[src/rtl/mfmf_pkg.sv]
// Shared types, command codes and the CRC step for the MFM write formatter.
// Assumes byte-serial CRC, MSB first.
package mfmf_pkg;

    typedef enum logic [1:0] {
        K_DATA = 2'd0,   // plain byte, covered by the CRC
        K_SYNC = 2'd1,   // A1 mark, presets and feeds the CRC
        K_MARK = 2'd2,   // other mark (C2), outside the CRC
        K_CRC  = 2'd3    // CRC byte, outside the CRC
    } kind_e;

    typedef struct packed {
        kind_e      kind;
        logic [7:0] val;
    } item_t;

    localparam logic [7:0] ESC_BYTE  = 8'h99;
    localparam logic [7:0] CMD_SYNC  = 8'hA1;
    localparam logic [7:0] CMD_INDEX = 8'hC2;
    localparam logic [7:0] CMD_CRC   = 8'h04;
    localparam logic [7:0] CMD_STOP  = 8'h08;
    localparam logic [7:0] CMD_RAW   = 8'h0F;

    // One byte of CRC-16, MSB first, for a given polynomial.
    function automatic logic [15:0] crc_step(input logic [15:0] cur,
                                             input logic [7:0]  d,
                                             input logic [15:0] poly);
        logic [15:0] r;
        r = cur ^ {d, 8'h00};
        for (int i = 0; i < 8; i++) begin
            r = r[15] ? ((r << 1) ^ poly) : (r << 1);
        end
        return r;
    endfunction

endpackage

[src/rtl/mfmf_decode.sv]
// Word decoder: turns one source word into zero, one or two output items,
// plus raw-window and stop requests.
// Assumes escapes are aligned to the word's high byte.
module mfmf_decode
    import mfmf_pkg::*;
(
    input  logic [15:0] word,
    input  logic        raw_active,
    input  logic [15:0] crc,
    output logic [1:0]  n_items,
    output item_t       item0,
    output item_t       item1,
    output logic        raw_go,
    output logic        stop_go
);
    logic [7:0] hi;
    logic [7:0] lo;

    assign hi = word[15:8];
    assign lo = word[7:0];

    // Classify the word and build its output items.
    always_comb begin
        n_items = 2'd2;
        item0   = '{kind: K_DATA, val: hi};
        item1   = '{kind: K_DATA, val: lo};
        raw_go  = 1'b0;
        stop_go = 1'b0;
        if (!raw_active && hi == ESC_BYTE) begin
            item1 = '{kind: K_DATA, val: 8'h00};
            unique case (lo)
                CMD_SYNC: begin
                    n_items = 2'd1;
                    item0   = '{kind: K_SYNC, val: lo};
                end
                CMD_INDEX: begin
                    n_items = 2'd1;
                    item0   = '{kind: K_MARK, val: lo};
                end
                CMD_CRC: begin
                    n_items = 2'd2;
                    item0   = '{kind: K_CRC, val: crc[15:8]};
                    item1   = '{kind: K_CRC, val: crc[7:0]};
                end
                CMD_STOP: begin
                    n_items = 2'd0;
                    stop_go = 1'b1;
                end
                CMD_RAW: begin
                    n_items = 2'd0;
                    raw_go  = 1'b1;
                end
                default: begin
                    n_items = 2'd1;
                    item0   = '{kind: K_DATA, val: lo};
                end
            endcase
        end
    end

endmodule

[src/rtl/mfmf_stage.sv]
// Two-entry staging buffer between the decoder and the output register.
// Assumes load happens only when empty (the top guarantees this), so load
// and pop never meet.
module mfmf_stage
    import mfmf_pkg::*;
(
    input  logic       clk,
    input  logic       rst_n,
    input  logic       clr,
    input  logic       load,
    input  logic [1:0] n_items,
    input  item_t      item0,
    input  item_t      item1,
    input  logic       pop,
    output logic [1:0] count,
    output item_t      head
);
    item_t slot0;
    item_t slot1;

    // Fill from a decoded word, or shift one item out per pop.
    always_ff @(posedge clk) begin
        if (!rst_n) begin
            slot0 <= '{kind: K_DATA, val: 8'h00};
            slot1 <= '{kind: K_DATA, val: 8'h00};
            count <= 2'd0;
        end else if (clr) begin
            count <= 2'd0;
        end else if (load) begin
            slot0 <= item0;
            slot1 <= item1;
            count <= n_items;
        end else if (pop) begin
            slot0 <= slot1;
            count <= count - 2'd1;
        end
    end

    assign head = slot0;

endmodule

[src/rtl/mfmf_crc.sv]
// Running CRC over the emitted byte stream.
// A1 marks preset the register unless they follow another A1.
// Data bytes feed it; C2 marks and CRC bytes leave it untouched.
module mfmf_crc
    import mfmf_pkg::*;
#(
    parameter logic [15:0] POLY = 16'h1021,
    parameter logic [15:0] INIT = 16'hFFFF
) (
    input  logic        clk,
    input  logic        rst_n,
    input  logic        clr,
    input  logic        upd,
    input  item_t       item,
    output logic [15:0] crc
);
    logic prev_sync;

    // Advance the CRC as each byte leaves the block.
    always_ff @(posedge clk) begin
        if (!rst_n) begin
            crc       <= INIT;
            prev_sync <= 1'b0;
        end else if (clr) begin
            crc       <= INIT;
            prev_sync <= 1'b0;
        end else if (upd) begin
            unique case (item.kind)
                K_DATA: begin
                    crc       <= crc_step(crc, item.val, POLY);
                    prev_sync <= 1'b0;
                end
                K_SYNC: begin
                    crc       <= crc_step(prev_sync ? crc : INIT, item.val, POLY);
                    prev_sync <= 1'b1;
                end
                default: prev_sync <= 1'b0;
            endcase
        end
    end

endmodule

[src/rtl/mfmf_formatter.sv]
// Top of the MFM write formatter. Controls the write gate, the raw window
// and underrun, and registers one output byte per encoder tick.
// Assumes the encoder leaves a few cycles between ticks, so that a word can
// be decoded between two byte slots.
module mfmf_formatter
    import mfmf_pkg::*;
#(
    parameter int          RAW_BYTES = 512,
    parameter logic [15:0] CRC_POLY  = 16'h1021,
    parameter logic [15:0] CRC_INIT  = 16'hFFFF
) (
    input  logic        clk,
    input  logic        rst_n,
    input  logic        start,
    input  logic        in_valid,
    input  logic [15:0] in_word,
    output logic        in_ready,
    input  logic        byte_tick,
    output logic        out_stb,
    output logic [7:0]  out_byte,
    output logic        out_mark,
    output logic        wr_gate,
    output logic        underrun
);
    localparam int RAW_W = $clog2(RAW_BYTES + 1);
    localparam logic [RAW_W-1:0] RAW_LOAD = RAW_W'(RAW_BYTES);
    localparam logic [RAW_W-1:0] RAW_STEP = RAW_W'(2);

    logic [RAW_W-1:0] raw_left;
    logic             raw_active;
    logic [15:0]      crc;
    logic [1:0]       n_items;
    item_t            item0;
    item_t            item1;
    item_t            head;
    logic [1:0]       count;
    logic             raw_go;
    logic             stop_go;
    logic             start_go;
    logic             load;
    logic             pop;

    assign raw_active = (raw_left != '0);
    assign start_go   = start && !wr_gate;
    assign in_ready   = wr_gate && (count == 2'd0);
    assign load       = in_valid && in_ready;
    assign pop        = wr_gate && byte_tick && (count != 2'd0);

    mfmf_decode u_dec (
        .word       (in_word),
        .raw_active (raw_active),
        .crc        (crc),
        .n_items    (n_items),
        .item0      (item0),
        .item1      (item1),
        .raw_go     (raw_go),
        .stop_go    (stop_go)
    );

    mfmf_stage u_stage (
        .clk     (clk),
        .rst_n   (rst_n),
        .clr     (start_go),
        .load    (load),
        .n_items (n_items),
        .item0   (item0),
        .item1   (item1),
        .pop     (pop),
        .count   (count),
        .head    (head)
    );

    mfmf_crc #(
        .POLY (CRC_POLY),
        .INIT (CRC_INIT)
    ) u_crc (
        .clk   (clk),
        .rst_n (rst_n),
        .clr   (start_go),
        .upd   (pop),
        .item  (head),
        .crc   (crc)
    );

    // Write gate, raw window, underrun and the registered byte output.
    always_ff @(posedge clk) begin
        if (!rst_n) begin
            wr_gate  <= 1'b0;
            underrun <= 1'b0;
            raw_left <= '0;
            out_stb  <= 1'b0;
            out_byte <= 8'h00;
            out_mark <= 1'b0;
        end else begin
            out_stb  <= 1'b0;
            out_mark <= 1'b0;
            if (!wr_gate) begin
                if (start) begin
                    wr_gate  <= 1'b1;
                    underrun <= 1'b0;
                    raw_left <= '0;
                end
            end else begin
                if (byte_tick) begin
                    if (count != 2'd0) begin
                        out_stb  <= 1'b1;
                        out_byte <= head.val;
                        out_mark <= (head.kind == K_SYNC) || (head.kind == K_MARK);
                    end else begin
                        underrun <= 1'b1;
                        wr_gate  <= 1'b0;
                    end
                end
                if (load) begin
                    if (raw_active) begin
                        raw_left <= raw_left - RAW_STEP;
                    end else if (raw_go) begin
                        raw_left <= RAW_LOAD;
                    end
                    if (stop_go) begin
                        wr_gate <= 1'b0;
                    end
                end
            end
        end
    end

endmodule

[config.mk]
export PLATFORM = sky130hd
export DESIGN_NAME = mfmf_formatter
export DESIGN_NICKNAME = d
export VERILOG_FILES = /design/src/rtl/mfmf_pkg.sv /design/src/rtl/mfmf_decode.sv /design/src/rtl/mfmf_stage.sv /design/src/rtl/mfmf_crc.sv /design/src/rtl/mfmf_formatter.sv
export SDC_FILE = /design/constraint.sdc
export NUM_CORES = 1
export LEC_CHECK = 0
export BUFFER_PORTS_ARGS = -buffer_cell sky130_fd_sc_hd__buf_2
export CAP_MARGIN = 30
export CORE_AREA = 2 2 79 81
export DETAILED_ROUTE_END_ITERATION = 7
export DIE_AREA = 0 0 81 83
export GPL_TIMING_DRIVEN = 1
export PLACE_DENSITY = 0.77
export SLEW_MARGIN = 10
export SYNTH_ARGS = -nofsm -noshare
export SYNTH_HDL_FRONTEND = slang
export SYNTH_SLANG_ARGS = --single-unit
[constraint.sdc]
create_clock -name clk -period 2.61 [get_ports clk]
set_input_delay 0.261 -clock clk [delete_from_list [all_inputs] [get_ports clk]]
set_output_delay 0.261 -clock clk [all_outputs]
set_load 0.05 [all_outputs]
==> reports/metrics.cfg, run 1 <==
[outcome]
status=finished clean

[critical_path]
ff2ff_path_depth=4
r2r-end=u_stage.head[5]
rr_startpoint=raw_left[3]
start_kind=flip-flop
crit_fanout=10
critPathRequiredTime_ps=2800
worstPathArrival_ps=2650
critPathKind=reg -> reg
r2r_setup_slack_ps=160
cp-end-kind=flip-flop

[synth]
synth_xor_area_share_pct=11.0
yosysTopAreaCell=dfxtp_1
yosys-top-cells-area=dfxtp_1 35%, nand2_1 9.2%, xnor2_1 6.6%
synth_warnings=0
synth.avg_cell_area_sq_um=7.83
synth_compound_area_share_pct=23.4
synth_top_flop_cell=dfxtp_1
syn-num-nets=452
yosys.area_share.simple_pct=23.0
ys_seq_area_share_pct=35.3
syn_inst=427
synth_top_family_by_area=compound AO/OA/AOI/OAI gates
ys_seq_elements=59
synth_area_sq_mm=0.00334
synth_cell_types=60
postSynth.asyncResetShare_pct=0
synth_fa_ha_area_share_pct=1.50
synth-edff-count=0
muxShareOfSynthArea_pct=0.899
synth_top_area_share_pct=35.3

[global_route]
grt_max_degree=29
grt_pass1_wl_mm=14.8
overflow=0
antenna_found_initial=0
grt_pass1_vias=3031
grt_use_total_pct=28.3

[final_layout]
postLayoutCellArea_sq_mm=0.00382
syn_to_final_growth_pct=14.3
fin_util_pct=65.7
final_net_count=476
antenna-diode-count=0
drive_gt1_share_pct=15.4

[detailed_routing]
first_iter_violations=296
drc_errors=0
dr.pass1.iters=5
routedWlPerCell_um=16.7
antenna_left=0
routed_wl_mm=8.88
via_per_inst=6.20
vias=3293

[timing]
hold_violations=0
fin_tns_setup_ps=0
worst_slew_pin_slew_ps=715
relSlewSlack_pct=52.3
fin_crit_ps=2450
setup_slack_ps=156
period_share_pct=94.0
timing.hold.ws_ps=189
fmax_mhz=408
rsz0062_at_grt=no
setup_viol=0
maxSlewViolCount=0
fin_worst_skew_ps=8.47

[cts]
cts_buffers=9
clock_latency_ps=340
cts-root-buf=clkbuf_8
cts_max_level=3
cts_hold_buf=0
cts_sinks=59
path_clk_slew_ps=70
clockBufferDepth=2
tritoncts=built
cts_setup_buffers=0

[floorplanning]
fp.dieH_um=83
coreArea_sq_mm=0.00582
ios=34
dieArea_sq_mm=0.00672
rows=28
die_width_um=81
initial_utilization_pct=57.5

[worst_hold_path]
min_path_cells=3
holdCritStartpoint=in_word[15]
holdPathEnd=u_stage.head[7]
holdCritPathClass=in -> reg

[pwr]
ir_drop_mv=0.330
p_leak_uw=0.00162
p_per_area_mw_per_mm2=596

[placement]
dpl_worst_slack_ps=183
dp_hpwl_mm=6.39
placed_area_sq_mm=0.00356
numPortBuffers=33
gp_congestion=0.971

[job]
drv_cap=0

-- cell families after synthesis --
| group | Yosys count |
|---|---|
| compound gates | 119 |
| xor+xnor | 42 |
| fa+ha+maj | 4 |
| buf+inv | 40 |
| flops | 59 |
| mux | 3 |
| simple gates | 160 |
-- flip-flops by register name (all words and copies together) (netlist names) --
signal / flops
u_crc.crc: 16
u_stage.head: 10
raw_left: 9
u_stage.slot1: 9
out_byte: 8
u_stage.count: 2
out_mark: 1
out_stb: 1
u_crc.prev_sync: 1
underrun: 1
wr_gate: 1
-- synth_stat cells, types with 2 or more instances --
cell type	n
nor3_1	5
mux2i_1	3
inv_1	9
nand3_1	21
ha_1	4
and3_1	5
o31ai_1	6
clkbuf_1	25
a21oi_1	28
buf_1	2
and2_1	5
or2_2	2
dfxtp_1	59
xnor2_1	25
a211oi_1	8
o21ai_0	19
nor2_1	19
nand2b_1	2
nor2b_1	2
a22oi_1	2
nor4_1	2
o211ai_1	17
a31oi_1	11
o22ai_1	4
xor2_1	17
o311ai_0	2
a22o_1	2
buf_2	3
o2bb2ai_1	2
a21o_1	2
or4bb_1	4
nand2_1	82
-- per-stage QoR --
step	total power, uW	instances
2_1_floorplan	1140	427
3_3_place_gp	1210	515
3_5_place_dp	1220	515
4_1_cts	2280	531
5_1_grt	2360	531
6_report	2280	531
-- placed cells by master (no fill, tap or decap), types with 5 or more instances in the layout --
cell type   n
nor2_1     19
inv_1       9
nand2_1    82
o31ai_1     6
clkbuf_8   12
buf_2      33
o21ai_0    19
xnor2_1    25
and2_1      5
nor3_1      5
o211ai_1   17
and3_1      5
xor2_1     17
a21oi_1    28
buf_4      11
a211oi_1    8
nand3_1    21
dfxtp_1    59
a31oi_1    11
-- worst max path at each step --
stage          cells after the start               end   startpoint
6_report                           4   u_stage.head[5]  raw_left[3]
2_1_floorplan                      7  u_stage.slot1[0]  raw_left[3]
3_3_place_gp                       6  u_stage.slot1[5]  raw_left[3]
4_1_cts                            6  u_stage.slot1[3]  raw_left[3]
5_1_grt                            4   u_stage.head[5]  raw_left[3]
3_5_place_dp                       6  u_stage.slot1[3]  raw_left[3]
-- power by group --
group	switching [uW]	internal (uW)	leakage, uW
sequential	29.4	923	0.000478
combinational	153	96.4	0.00101
clock	364	711	0.000133
total	546	1730	0.00162
-- per-layer routing --
layer / global-route usage [%] / share of wire, % / vias to the layer above
met1: 39.4 / 43 / 1514
met5: 0 / 0 / -
li1: - / - / 1574
met4: 12.8 / 3.7 / 0
met3: 6.85 / 9.1 / 31
met2: 41.1 / 44 / 174
-- repair_timing --
item / CTS / global route
gates resized for setup: 0 / 0
endpoints found under the hold margin: 0 / 0
setup endpoints to repair: 0 / 1
-- final cells by class --
cell class | instances | area [sq um]
Clock inverter | 4 | 95.1
Sequential cell | 59 | 1180
Multi-Input combinational cell | 328 | 2000
Clock buffer | 12 | 165
Tap cell | 75 | 93.8
Fill cell | 531 | 2000
Inverter | 9 | 33.8
Timing Repair Buffer | 44 | 248
-- critical path, stage by stage (launching register included) --
cell and delay [ps]:
dfxtp_1 350, or4_1 630, nor3_1 440, nand2_1 350, a2111oi_0 530
Note: power is estimated with default switching activity, not from simulation.
==> run 2, diff against run 1 <==
CORE_AREA = 2 2 75 77   (was 2 2 79 81)
CTS_BUF_LIST = sky130_fd_sc_hd__clkbuf_2   (was default)
DIE_AREA = 0 0 77 79   (was 0 0 81 83)
PLACE_DENSITY = 0.84   (was 0.77)
SLEW_MARGIN = 20   (was 10)
clock period = 2.9 ns   (was 2.61 ns; I/O delays follow)
==> run 2 against run 1 <==
  * Sequential cell count unchanged
  * Clock skew up 32 ps
  * Sequential share of layout area up 1.3 points
  * Die area down 9.5%
  * Combinational power down 12%
  * First-iteration DRC count up 2.7%
  * Routed wire length down 0.96%
  * Global-route usage up 2.4 points
  * Worst setup slack better by 240 ps
  * Design area down 3.9%
  * Sequential power down 10%
  * Largest power group is now sequential cells
==> reports/metrics.cfg, run 2 (synthesis results as in run 1) <==
[floorplanning]
rows=27
dieArea_sq_mm=0.00608
initial_utilization_pct=62.6
fp.dieH_um=79
ios=34
die_width_um=77
coreArea_sq_mm=0.00534

[timing]
fin_crit_ps=2500
rsz0062_at_grt=no
fmax_mhz=400
maxSlewViolCount=0
fin_worst_skew_ps=40.5
fin_tns_setup_ps=0
relSlewSlack_pct=53.1
worst_slew_pin_slew_ps=702
period_share_pct=86.3
hold_violations=0
timing.hold.ws_ps=13.0
setup_viol=0

[global_route]
use_met2_pct=49.9
grtUsageMet3_pct=6.70
met1_usage_pct=39.5
grt_use_total_pct=30.7
grt_pass1_vias=2988
overflow=0
grt_max_degree=30
grt_pass1_wl_mm=14.6
antenna_found_initial=0
top_usage_layer=met2

[cts]
path_clk_slew_ps=170
tritoncts=built
cts_sinks=59
cts_hold_buf=0
cts_setup_buffers=0
cts_max_level=3
cts-root-buf=clkbuf_2
cts_resized=0
clockBufferDepth=2
clock_latency_ps=540
cts_buffers=9

[critical_path]
critPathRequiredTime_ps=3360
crit_slowest_cell=or4_1
worstPathCellList=or4_1 > or3_4 > nor3_4 > buf_4 > nand3_1 > a31oi_1
critPathKind=reg -> reg
start_kind=flip-flop
ff2ff_path_depth=6
cp-end-kind=flip-flop
crit_fanout=14
path_delay_family=simple AND/OR/NAND/NOR gates
crit_cells=6
worst-path-buf-inv=1
worstPathArrival_ps=2960
cpPeakStageDelay_ps=630

[final_layout]
antenna-diode-count=0
regArea_sq_mm=0.00118
drive_gt1_share_pct=14.6
final_common_cell=nand2_1
final_net_count=472
fin_util_pct=68.8
fill_cells=492
syn_to_final_growth_pct=9.85
layout_common_cells=82 x nand2_1, 59 x dfxtp_1, 33 x buf_2
largest_register_ffs=16
top_register=u_crc.crc
multi_input_area_sq_mm=0.00200

[worst_hold_path]
holdCritPathClass=in -> reg
min_path_cells=3

[detailed_routing]
dr.pass1.iters=6
vias=3241
routedWlPerCell_um=16.8
routed_wl_mm=8.80
via_per_inst=6.19
first_iter_violations=304
antenna_left=0
drc_errors=0

[placement]
gp_congestion=0.944
dp_hpwl_mm=6.31
numPortBuffers=33

[outcome]
status=finished clean

[pwr]
ir_drop_mv=0.370
p_leak_uw=0.00154
p_per_area_mw_per_mm2=462

[job]
drv_cap=0

## run 2: cell count changes in the layout (fill, tap and decap cells not counted)
cell / previous run / this run
bufinv_16: 3 / 2
buf_4: 11 / 6
clkbuf_2: 0 / 9
clkinv_2: 1 / 2
clkbuf_8: 12 / 0
clkinvlp_4: 0 / 3
buf_8: 0 / 1
## run 2: final timing paths
check | startpoint | endpoint | slack, ps
max | raw_left[3] | u_stage.slot1[5] | 400
min | in_word[11] | u_stage.head[3] | 10
max reg2reg | raw_left[3] | u_stage.slot1[5] | 400
min reg2reg | out_byte[1] | out_byte[1] | 470
## run 2: layout make-up
type	instances	area share, %
Clock buffer	9	1.23
Tap cell	72	2.45
Clock inverter	7	2.52
Inverter	9	0.920
Multi-Input combinational cell	328	54.6
Sequential cell	59	32.2
Timing Repair Buffer	40	6.13
## run 2: metal layers
metal / up-vias / part of all wire, %
met5: - / 0
met2: 178 / 45
met1: 1464 / 42
li1: 1561 / -
met4: 0 / 3.9
met3: 38 / 8.2
## run 2: tightest hold or removal path: cells and delay by family
| family | cells | cell delay (ps) |
|---|---|---|
| compound gates | 1 | 80 |
| buf+inv | 1 | 80 |
| simple gates | 1 | 60 |
## run 2: where the power goes
group          switching, uW  leakage (uW)  internal [uW]
Clock                    338     0.0000739            281
Combinational            136      0.000990           83.5
Sequential              26.0      0.000478            832
Total                    500       0.00154           1200
## run 2: through the flow
stage	setup slack (ps)	power (uW)	cells	area [sq um]
after detailed placement	469	1090	508	3530
after global placement	513	1080	507	3520
after CTS	431	1690	524	3670
final	399	1700	524	3670
after floorplan	813	1020	427	3340
after global routing	300	1750	524	3670
